### src/rtl/tm_sched_switch.sv
module tm_sched_switch #(
  parameter int DATA_W = 16,
  parameter int DEPTH  = 64,
  localparam int AW    = $clog2(DEPTH)
) (
  input  logic              clk,
  input  logic              rst_n,
  input  logic              run,
  input  logic [AW-1:0]     slot_last,
  input  logic              cfg_we,
  input  logic [AW-1:0]     cfg_addr,
  input  logic              cfg_vld,
  input  logic              cfg_sel,
  input  logic [DATA_W-1:0] in_a,
  input  logic [DATA_W-1:0] in_b,
  output logic [DATA_W-1:0] out_data,
  output logic              out_valid
);

  logic [DEPTH-1:0] ctx_vld, ctx_sel;
  logic [AW-1:0]    slot;
  logic             cur_vld, cur_sel;

  assign cur_vld = ctx_vld[slot];
  assign cur_sel = ctx_sel[slot];

  always_ff @(posedge clk) begin
    if (!rst_n) begin
      ctx_vld <= '0;
      ctx_sel <= '0;
    end else if (cfg_we && !run) begin
      ctx_vld[cfg_addr] <= cfg_vld;
      ctx_sel[cfg_addr] <= cfg_sel;
    end
  end

  always_ff @(posedge clk) begin
    if (!rst_n || !run)          slot <= '0;
    else if (slot == slot_last)  slot <= '0;
    else                         slot <= slot + 1'b1;
  end

  always_ff @(posedge clk) begin
    if (!rst_n) begin
      out_data  <= '0;
      out_valid <= 1'b0;
    end else begin
      out_valid <= run && cur_vld;
      if (run && cur_vld) out_data <= cur_sel ? in_b : in_a;
    end
  end

  a_r2_pass_a: assert property (@(posedge clk) disable iff (!rst_n)
    run && cur_vld && !cur_sel |=> out_valid && out_data == $past(in_a));
  a_r3_pass_b: assert property (@(posedge clk) disable iff (!rst_n)
    run && cur_vld && cur_sel |=> out_valid && out_data == $past(in_b));
  a_r4_idle_hold: assert property (@(posedge clk) disable iff (!rst_n)
    run && !cur_vld |=> !out_valid && $stable(out_data));
  a_r5_wrap: assert property (@(posedge clk) disable iff (!rst_n)
    run && slot == slot_last |=> slot == '0);
  a_r6_frozen_ctx: assert property (@(posedge clk) disable iff (!rst_n)
    run |=> $stable(ctx_vld) && $stable(ctx_sel));
  a_r7_halt: assert property (@(posedge clk) disable iff (!rst_n)
    !run |=> !out_valid && slot == '0 && $stable(out_data));

endmodule

### config.mk
export PLATFORM = sky130hd
export DESIGN_NAME = tm_sched_switch
export DESIGN_NICKNAME = d
export VERILOG_FILES = /design/src/rtl/tm_sched_switch.sv
export SDC_FILE = /design/constraint.sdc
export NUM_CORES = 1
export LEC_CHECK = 0
export BUFFER_PORTS_ARGS = -buffer_cell sky130_fd_sc_hd__buf_2
export CORE_MARGIN = 2
export CORE_UTILIZATION = 40
export DETAILED_ROUTE_END_ITERATION = 8
export HOLD_SLACK_MARGIN = 0.15
export PLACE_DENSITY_LB_ADDON = 0.05
export SYNTH_ARGS = -nofsm -noshare
export SYNTH_HDL_FRONTEND = slang
export SYNTH_SLANG_ARGS = --single-unit
### constraint.sdc
create_clock -name clk -period 3.4 [get_ports clk]
set_input_delay 0.51 -clock clk [delete_from_list [all_inputs] [get_ports clk]]
set_output_delay 0.51 -clock clk [all_outputs]
set_load 0.03 [all_outputs]
==> summary.md, run 1 <==
| Metric | Value |
|---|---|
| Insertion delay to the later sink of the worst-skew pair | 0.43 ns |
| Starting utilization of the core area | between 40 and 50% |
| Diode count | 0 |
| Via density per instance | between 5 and 6 |
| Origin of the worst min-delay path | in_a[3] |
| Number of stages on the worst hold path | 3 |
| Core footprint | between 0.02 and 0.025 mm^2 |
| CTS H-Tree Depth | 4 |
| Setup crit start kind | flip-flop |
| Final design instance area without fill | roughly 0.0093 mm^2 |
| Ranking of synthesized cells by instance count | 183 x sky130_fd_sc_hd__nand2_1, 151 x sky130_fd_sc_hd__dfxtp_1, 128 x sky130_fd_sc_hd__a21boi_0 |
| # Post-CTS Setup Buffers | 0 |
| Net count, final | between 1000 and 1500 |
| Hold Path Class | input pin to flip-flop |
| Number of rows created at floorplan | between 50 and 60 |
| Synthesized instance count | between 900 and 1000 |
| TNS Setup | 0 ns |
| Iteration count of the initial detailed-routing pass | 5 |
| Mean area per synthesized cell | approximately 8.5 um^2 |
| GR met1 Demand/Resource | 32.46% |
| Number of global-route vias before repair | roughly 6500 |
| Power Total | roughly 4.1 mW |
| GRT Max-Usage Layer | met2 |
| CTS Root Buffer Type | sky130_fd_sc_hd__clkbuf_16 |
| Power per cell area | 437.7 mW/mm^2 |
| Pin count of the biggest net entering global routing | 70 |
| Reg-to-reg setup timing slack | roughly 0.42 ns |
| Final Core Density | about 46% |
| Setup Viol. Count Final | 0 |
| RSZ-0062 raised after global routing | no |
| Slowest CP cell | sky130_fd_sc_hd__o31ai_4 |
| Leakage power of the design | slightly above 3 nW |
| Reg-to-reg critical path startpoint | slot[0]$_SDFF_PP0_ |
| GR met2 Demand/Resource | about a third |
| Endpoint, Worst Hold | out_data[3]$_SDFFE_PN0P_ |
| Async set or reset register ratio after synthesis | 0% |
| Remaining antenna violation count | 0 |
| Initial antenna violation count | 0 |
| Final RePlAce weighted congestion | 0.7965 |
| Maximum clock rate | 0.3361 GHz |
| CTS tree | yes |
| Relative slew slack | about a quarter |
| Wire length of the first global-routing pass | ~38000 um |
| Net count of the mapped netlist | between 1000 and 1500 |
| Critical path arrival | 3.27 ns |
| Area growth from synthesis to final layout | 14.63% |
| Die Width | between 100 and 150 um |
| Area fraction of the dominant cell type after synthesis | 37.16% |
| Number of flops mapped to enable cells by yosys | 0 |
| Total of flip-flops plus latches after synthesis | between 150 and 200 |
| Post-place setup slack | 0.3967 ns |
| Overflow after GRT | 0 |
| Worst Tran Pin Value | 1.104 ns |
| Worst reg-to-reg path cell count | 6 |
| Die Span Y | roughly 150 um |
| Number of input and output port buffers inserted | 66 |
| Buffer depth of the longest clock path | 2 |
| Final Hold Slack | between 0.4 and 0.5 ns |
| Post-cts repair resize count | 0 |
| Number of top-level design ports | between 60 and 70 |
| CP Max Fanout | 26 |
| Maximum vdd ir drop | between 200 and 300 uV |
| Number of remaining DRC errors | 0 |
| Post-synth cell types | 53 |
| Vias after detailed routing | a little under 7000 |
| Wire per inst | between 15 and 20 um |
| FILL cells | 1988 |
| GRT Resource Usage Total | approximately 22% |
| DIE AREA | between 0.02 and 0.025 mm^2 |
| Count of final max-slew check failures | 0 |
| Cell type with the largest total area after synthesis | sky130_fd_sc_hd__dfxtp_1 |
| Min cycle time layout | between 2 and 3 ns |
| Number of standard cells in the layout, taps in and fillers out | about 1300 |
| Final setup slack of the worst path | ~0.42 ns |
| Total of hold buffers inserted after clock tree synthesis | 0 |
| Critical path buffers and inverters | 1 |
| Sort of element at the end of the critical path | flip-flop |
| Capture instance of the worst register-to-register path | out_data[4]$_SDFFE_PN0P_ |
| GR met3 Demand/Resource | under 10% |
| Classification of the worst setup path | flip-flop to flip-flop |
| Total of warnings raised by yosys | 0 |
| Register area share after synthesis | about 37% |
| DRC marker count from the first detailed-route iteration | approximately 460 |
| Run status | complete, no violations |
| Clk pin slew, worst setup/hold paths | 0.06 ns |
| Max stage delay on crit path | 0.88 ns |
| Number of buffers created by CTS | 17 |
| Ordered list of cells on the worst path | mux4_2, a22o_1, o31ai_4, buf_4, o22a_1, a41oi_2 |
| Sum of net half-perimeters after detailed placement | about 15000 um |
| Number of placed instances with taps included | 1239 |
| Final hold vios | 0 |
| Share of cells above drive strength 1 | a little under a fifth |
| Prevailing post-synth register cell | sky130_fd_sc_hd__dfxtp_1 |
| WP data required | between 3 and 4 ns |
| Sum of routed wire length over all layers | approximately 23000 um |
| CP top delay family | compound AO/OA/AOI/OAI gates |
| Max cap viols | 0 |
| Post-synthesis instance area | just over 0.008 mm^2 |
| Most instantiated library cell after synthesis | sky130_fd_sc_hd__nand2_1 |
| Sink Count | 151 |
| DP Area | between 0.008 and 0.009 mm^2 |
| Final Cycle Share | 87.52% |
| Clk_skew | 0.009628 ns |
| Cell types with the largest area share after synthesis | sky130_fd_sc_hd__dfxtp_1 37%, sky130_fd_sc_hd__a21boi_0 12%, sky130_fd_sc_hd__nand2_1 8.4% |
## how the worst max path moves through the flow
stage / start / end / cells after the start
global route: slot[0]$_SDFF_PP0_ / out_data[5]$_SDFFE_PN0P_ / 6
CTS: slot[0]$_SDFF_PP0_ / out_data[4]$_SDFFE_PN0P_ / 6
global placement: slot[0]$_SDFF_PP0_ / out_data[8]$_SDFFE_PN0P_ / 6
detailed placement: slot[0]$_SDFF_PP0_ / out_data[5]$_SDFFE_PN0P_ / 6
floorplan: slot[0]$_SDFF_PP0_ / out_data[10]$_SDFFE_PN0P_ / 10
finish: slot[0]$_SDFF_PP0_ / out_data[4]$_SDFFE_PN0P_ / 6
## logic make-up (layout without fill, tap and decap cells)
| logic type | Yosys count | in the layout | synth area share [%] |
|---|---|---|---|
| buf+inv | 100 | 141 | 5.691 |
| mux | 44 | 44 | 8.660 |
| xor+xnor | 10 | 10 | 1.077 |
| fa+ha+maj | 1 | 1 | 0.1538 |
| simple gates | 386 | 386 | 22.37 |
| compound gates | 266 | 266 | 24.89 |
| flops | 151 | 151 | 37.16 |
## tightest hold or removal path: stages
cell and delay, ns:
sky130_fd_sc_hd__buf_2 0.10, sky130_fd_sc_hd__nand3b_1 0.07, sky130_fd_sc_hd__a41oi_1 0.10
## where the power goes
group	leakage, nW	switching, mW	internal (mW)	total (mW)
logic	1.52	0.192	0.114	0.306
registers	1.22	0.0144	1.78	1.80
clock network	0.288	0.789	1.19	1.98
## cells in the final DEF, fill, tap and decap left out, drive strengths merged, types with 17 or more instances in the layout
cell type / instances
nand2: 184
dfxtp: 151
a21boi: 128
buf: 106
nand3: 87
o21ai: 64
nor2: 44
nand3b: 22
mux2i: 22
mux4: 21
clkbuf: 19
o31ai: 17
## routing by layer
| layer | routed length [um] | vias up |
|---|---|---|
| met5 | 0 | - |
| met4 | 340 | 0 |
| met3 | 876 | 24 |
| met2 | 10560 | 133 |
| met1 | 11600 | 3323 |
| li1 | - | 3471 |
## registers in the layout (all words and copies together), names as in the netlist
signal,cells
ctx_vld,64
out_data,16
out_valid,1
ctx_sel,64
slot,6
## area by class of cell
| type | count | area [um^2] | area share (%) |
|---|---|---|---|
| Timing Repair Buffer | 106 | 670.6 | 7.193 |
| Clock buffer | 19 | 452.9 | 4.858 |
| Inverter | 5 | 18.77 | 0.2013 |
| Multi-Input combinational cell | 707 | 4668 | 50.07 |
| Sequential cell | 151 | 3027 | 32.46 |
| Tap cell | 270 | 337.8 | 3.623 |
| Clock inverter | 11 | 148.9 | 1.597 |
Power figures use the tool's default switching activity.
==> run 2: changes to the inputs <==
--- a/config.mk
+++ b/config.mk
@@ -5,10 +5,12 @@
 export SDC_FILE = /design/constraint.sdc
 export NUM_CORES = 1
 export LEC_CHECK = 0
+export ABC_CLOCK_PERIOD_IN_PS = 3200
 export BUFFER_PORTS_ARGS = -buffer_cell sky130_fd_sc_hd__buf_2
 export CORE_MARGIN = 2
 export CORE_UTILIZATION = 40
 export DETAILED_ROUTE_END_ITERATION = 8
+export GPL_TIMING_DRIVEN = 0
 export HOLD_SLACK_MARGIN = 0.15
 export PLACE_DENSITY_LB_ADDON = 0.05
 export SYNTH_ARGS = -nofsm -noshare
==> constraint.sdc (replaced) <==
create_clock -name clk -period 3.2 [get_ports clk]
set_input_delay 0.48 -clock clk [delete_from_list [all_inputs] [get_ports clk]]
set_output_delay 0.48 -clock clk [all_outputs]
set_load 0.03 [all_outputs]
==> run 2 against run 1 <==
  * Via count rose by 7.8%
  * Worst hold slack worse by 0.045 ns
  * Setup slack got worse by 0.24 ns
  * Total power grew 2.5%
  * Critical path depth is 5 higher
  * Cell count grew 4.2%
  * Critical path type unchanged
  * First-iteration DRC count grew 39%
  * Largest cell class unchanged
  * Highest routed layer is now met5
  * Fmax shrank 1.2%
  * Clock-buffer cell count decreased by 2
==> summary.md, run 2 (synthesized netlist as in run 1, its figures left out) <==
| Metric | Value |
|---|---|
| Run status | complete, no violations |
| Setup Viol. Count Final | 0 |
| Area growth from synthesis to final layout | 14.75% |
| Worst reg-to-reg path cell count | 11 |
| GRT Resource Usage Total | 27.11% |
| Most common library cell in the layout ignoring fill and taps | sky130_fd_sc_hd__nand2_1 |
| Number of buffers created by CTS | 17 |
| DIE AREA | about 0.021 mm^2 |
| Reg-to-reg critical path startpoint | slot[0]$_SDFF_PP0_ |
| Starting utilization of the core area | 40.46% |
| Overflow after GRT | 0 |
| TNS Setup | 0 ns |
| Number of remaining DRC errors | 0 |
| Min cycle time layout | about 3 ns |
| Worst Tran Pin Value | 1.186 ns |
| Total of hold buffers inserted after clock tree synthesis | 0 |
| FILL cells | 2027 |
| Count of final max-slew check failures | 0 |
| Final Cycle Share | 94.10% |
| Insertion delay to the later sink of the worst-skew pair | around 0.43 ns |
| Clk_skew | 0.007524 ns |
| Power per cell area | around 450 mW/mm^2 |
| Remaining antenna violation count | 0 |
| Vias after detailed routing | approximately 7500 |
| Maximum clock rate | approximately 0.33 GHz |
| Endpoint, Worst Hold | out_data[3]$_SDFFE_PN0P_ |
| Via density per instance | approximately 5.7 |
| CTS H-Tree Depth | 4 |
| Number of input and output port buffers inserted | 63 |
| Number of standard cells in the layout, taps in and fillers out | 1322 |
| Number of top-level design ports | 67 |
| Share of cells above drive strength 1 | between 15 and 20% |
| Sum of net half-perimeters after detailed placement | between 20000 and 25000 um |
| Pin count of the biggest net entering global routing | 17 |
| Sum of routed wire length over all layers | just under 30000 um |
| Power Total | 4.183 mW |
| Origin of the worst min-delay path | in_a[3] |
| Diode count | 0 |
| Capture instance of the worst register-to-register path | out_data[8]$_SDFFE_PN0P_ |
| Setup crit start kind | flip-flop |
| Critical path arrival | 3.32 ns |
| DRC marker count from the first detailed-route iteration | about 640 |
| Die Span Y | around 150 um |
| Hold Path Class | input pin to flip-flop |
| Initial antenna violation count | 0 |
| Die Width | ~150 um |
| Sink Count | 151 |
| Iteration count of the initial detailed-routing pass | 5 |
| Buffer depth of the longest clock path | 2 |
| RSZ-0062 raised after global routing | no |
| CTS Root Buffer Type | sky130_fd_sc_hd__clkbuf_16 |
| Number of rows created at floorplan | 52 |
| Clk pin slew, worst setup/hold paths | approximately 0.070 ns |
| Final hold vios | 0 |
| Most frequent cells in the layout | 183 x sky130_fd_sc_hd__nand2_1, 151 x sky130_fd_sc_hd__dfxtp_1, 128 x sky130_fd_sc_hd__a21boi_0 |
| Maximum vdd ir drop | between 300 and 400 uV |
| Number of stages on the worst hold path | 3 |
| Classification of the worst setup path | flip-flop to flip-flop |
| CTS tree | yes |
| Net count, final | 1090 |
| Sort of element at the end of the critical path | flip-flop |
| Core footprint | a little over 0.02 mm^2 |
| WP data required | about 3.5 ns |
| CP Max Fanout | 10 |
| Final RePlAce weighted congestion | ~0.88 |
| Wire length of the first global-routing pass | between 40000 and 50000 um |
| Reg-to-reg setup timing slack | 0.19 ns |
| Regs by FF count | ctx_sel (64), ctx_vld (64), out_data (16) |
| Number of placed instances with taps included | about 1300 |
| Wire per inst | ~22 um |
| Number of global-route vias before repair | about 7000 |
| Max cap viols | 0 |
| Leakage power of the design | between 2 and 3 nW |
| Relative slew slack | between 20% and 30% |
-- run 2: cell count changes in the layout (fill, tap and decap cells not counted), sizes merged --
cell,before,now
clkinvlp,3,5
clkbuf,19,90
inv,7,10
clkinv,3,5
buf,106,84
bufinv,3,0
-- run 2: metal layers --
metal  routed length (um)  global-route usage, %
met3                 2039                  5.406
met5                   52                  1.818
met1                13540                  38.36
met4                  484                  6.796
met2                13080                  42.28
-- run 2: how the worst max path moves through the flow --
stage / endpoint / slack [ns] / startpoint
after CTS: out_data[8]$_SDFFE_PN0P_ / 0.003 / slot[0]$_SDFF_PP0_
after detailed placement: ctx_sel[60]$_SDFFE_PN0P_ / -0.20 / run
after global routing: out_data[8]$_SDFFE_PN0P_ / 0.05 / slot[2]$_SDFF_PP0_
final: out_data[8]$_SDFFE_PN0P_ / 0.19 / slot[0]$_SDFF_PP0_
after global placement: ctx_sel[60]$_SDFFE_PN0P_ / -0.24 / run
after floorplan: out_data[10]$_SDFFE_PN0P_ / 0.78 / slot[0]$_SDFF_PP0_
-- run 2: layout make-up --
class / count / area (um^2) / area share [%]
multi-input combinational: 707 / 4653 / 49.85
sequential: 151 / 3023 / 32.39
buffer: 94 / 440.4 / 4.718
clock buffer: 17 / 425.4 / 4.558
tap: 270 / 337.8 / 3.619
timing repair buffer: 63 / 315.3 / 3.378
clock inverter: 15 / 120.1 / 1.287
inverter: 5 / 18.77 / 0.2011
-- run 2: per-stage QoR --
step	cell area (um^2)	util, %	hold slack, ns	setup WS, ns
after floorplan	8134	-	0.4402	0.7833
after CTS	9333	46.42	0.3530	0.002730
after detailed placement	8787	43.71	0.4570	-0.1976
after global routing	9334	46.43	0.3686	0.04604
after global placement	8787	43.71	0.4511	-0.2427
final	9334	46.43	0.3639	0.1889
-- run 2: what timing repair did --
action	4_1_cts	5_1_grt
endpoints found under the setup margin	0	12
setup buffers	0	0
resized for setup	0	1
-- run 2: worst max-delay path, cell delays in order (launching register included) --
cell	delay (ns)
sky130_fd_sc_hd__dfxtp_1	0.35
sky130_fd_sc_hd__buf_6	0.19
sky130_fd_sc_hd__buf_6	0.22
sky130_fd_sc_hd__buf_2	0.41
sky130_fd_sc_hd__nor2_1	0.13
sky130_fd_sc_hd__a22oi_1	0.34
sky130_fd_sc_hd__a311oi_1	0.21
sky130_fd_sc_hd__nor4_4	0.42
sky130_fd_sc_hd__or2_1	0.18
sky130_fd_sc_hd__buf_6	0.14
sky130_fd_sc_hd__buf_6	0.17
sky130_fd_sc_hd__a41oi_2	0.10
-- run 2: where the power goes --
group | switching, mW | internal [mW]
registers | 0.00865 | 1.89
clock network | 0.909 | 1.01
logic | 0.244 | 0.121
total | 1.16 | 3.02
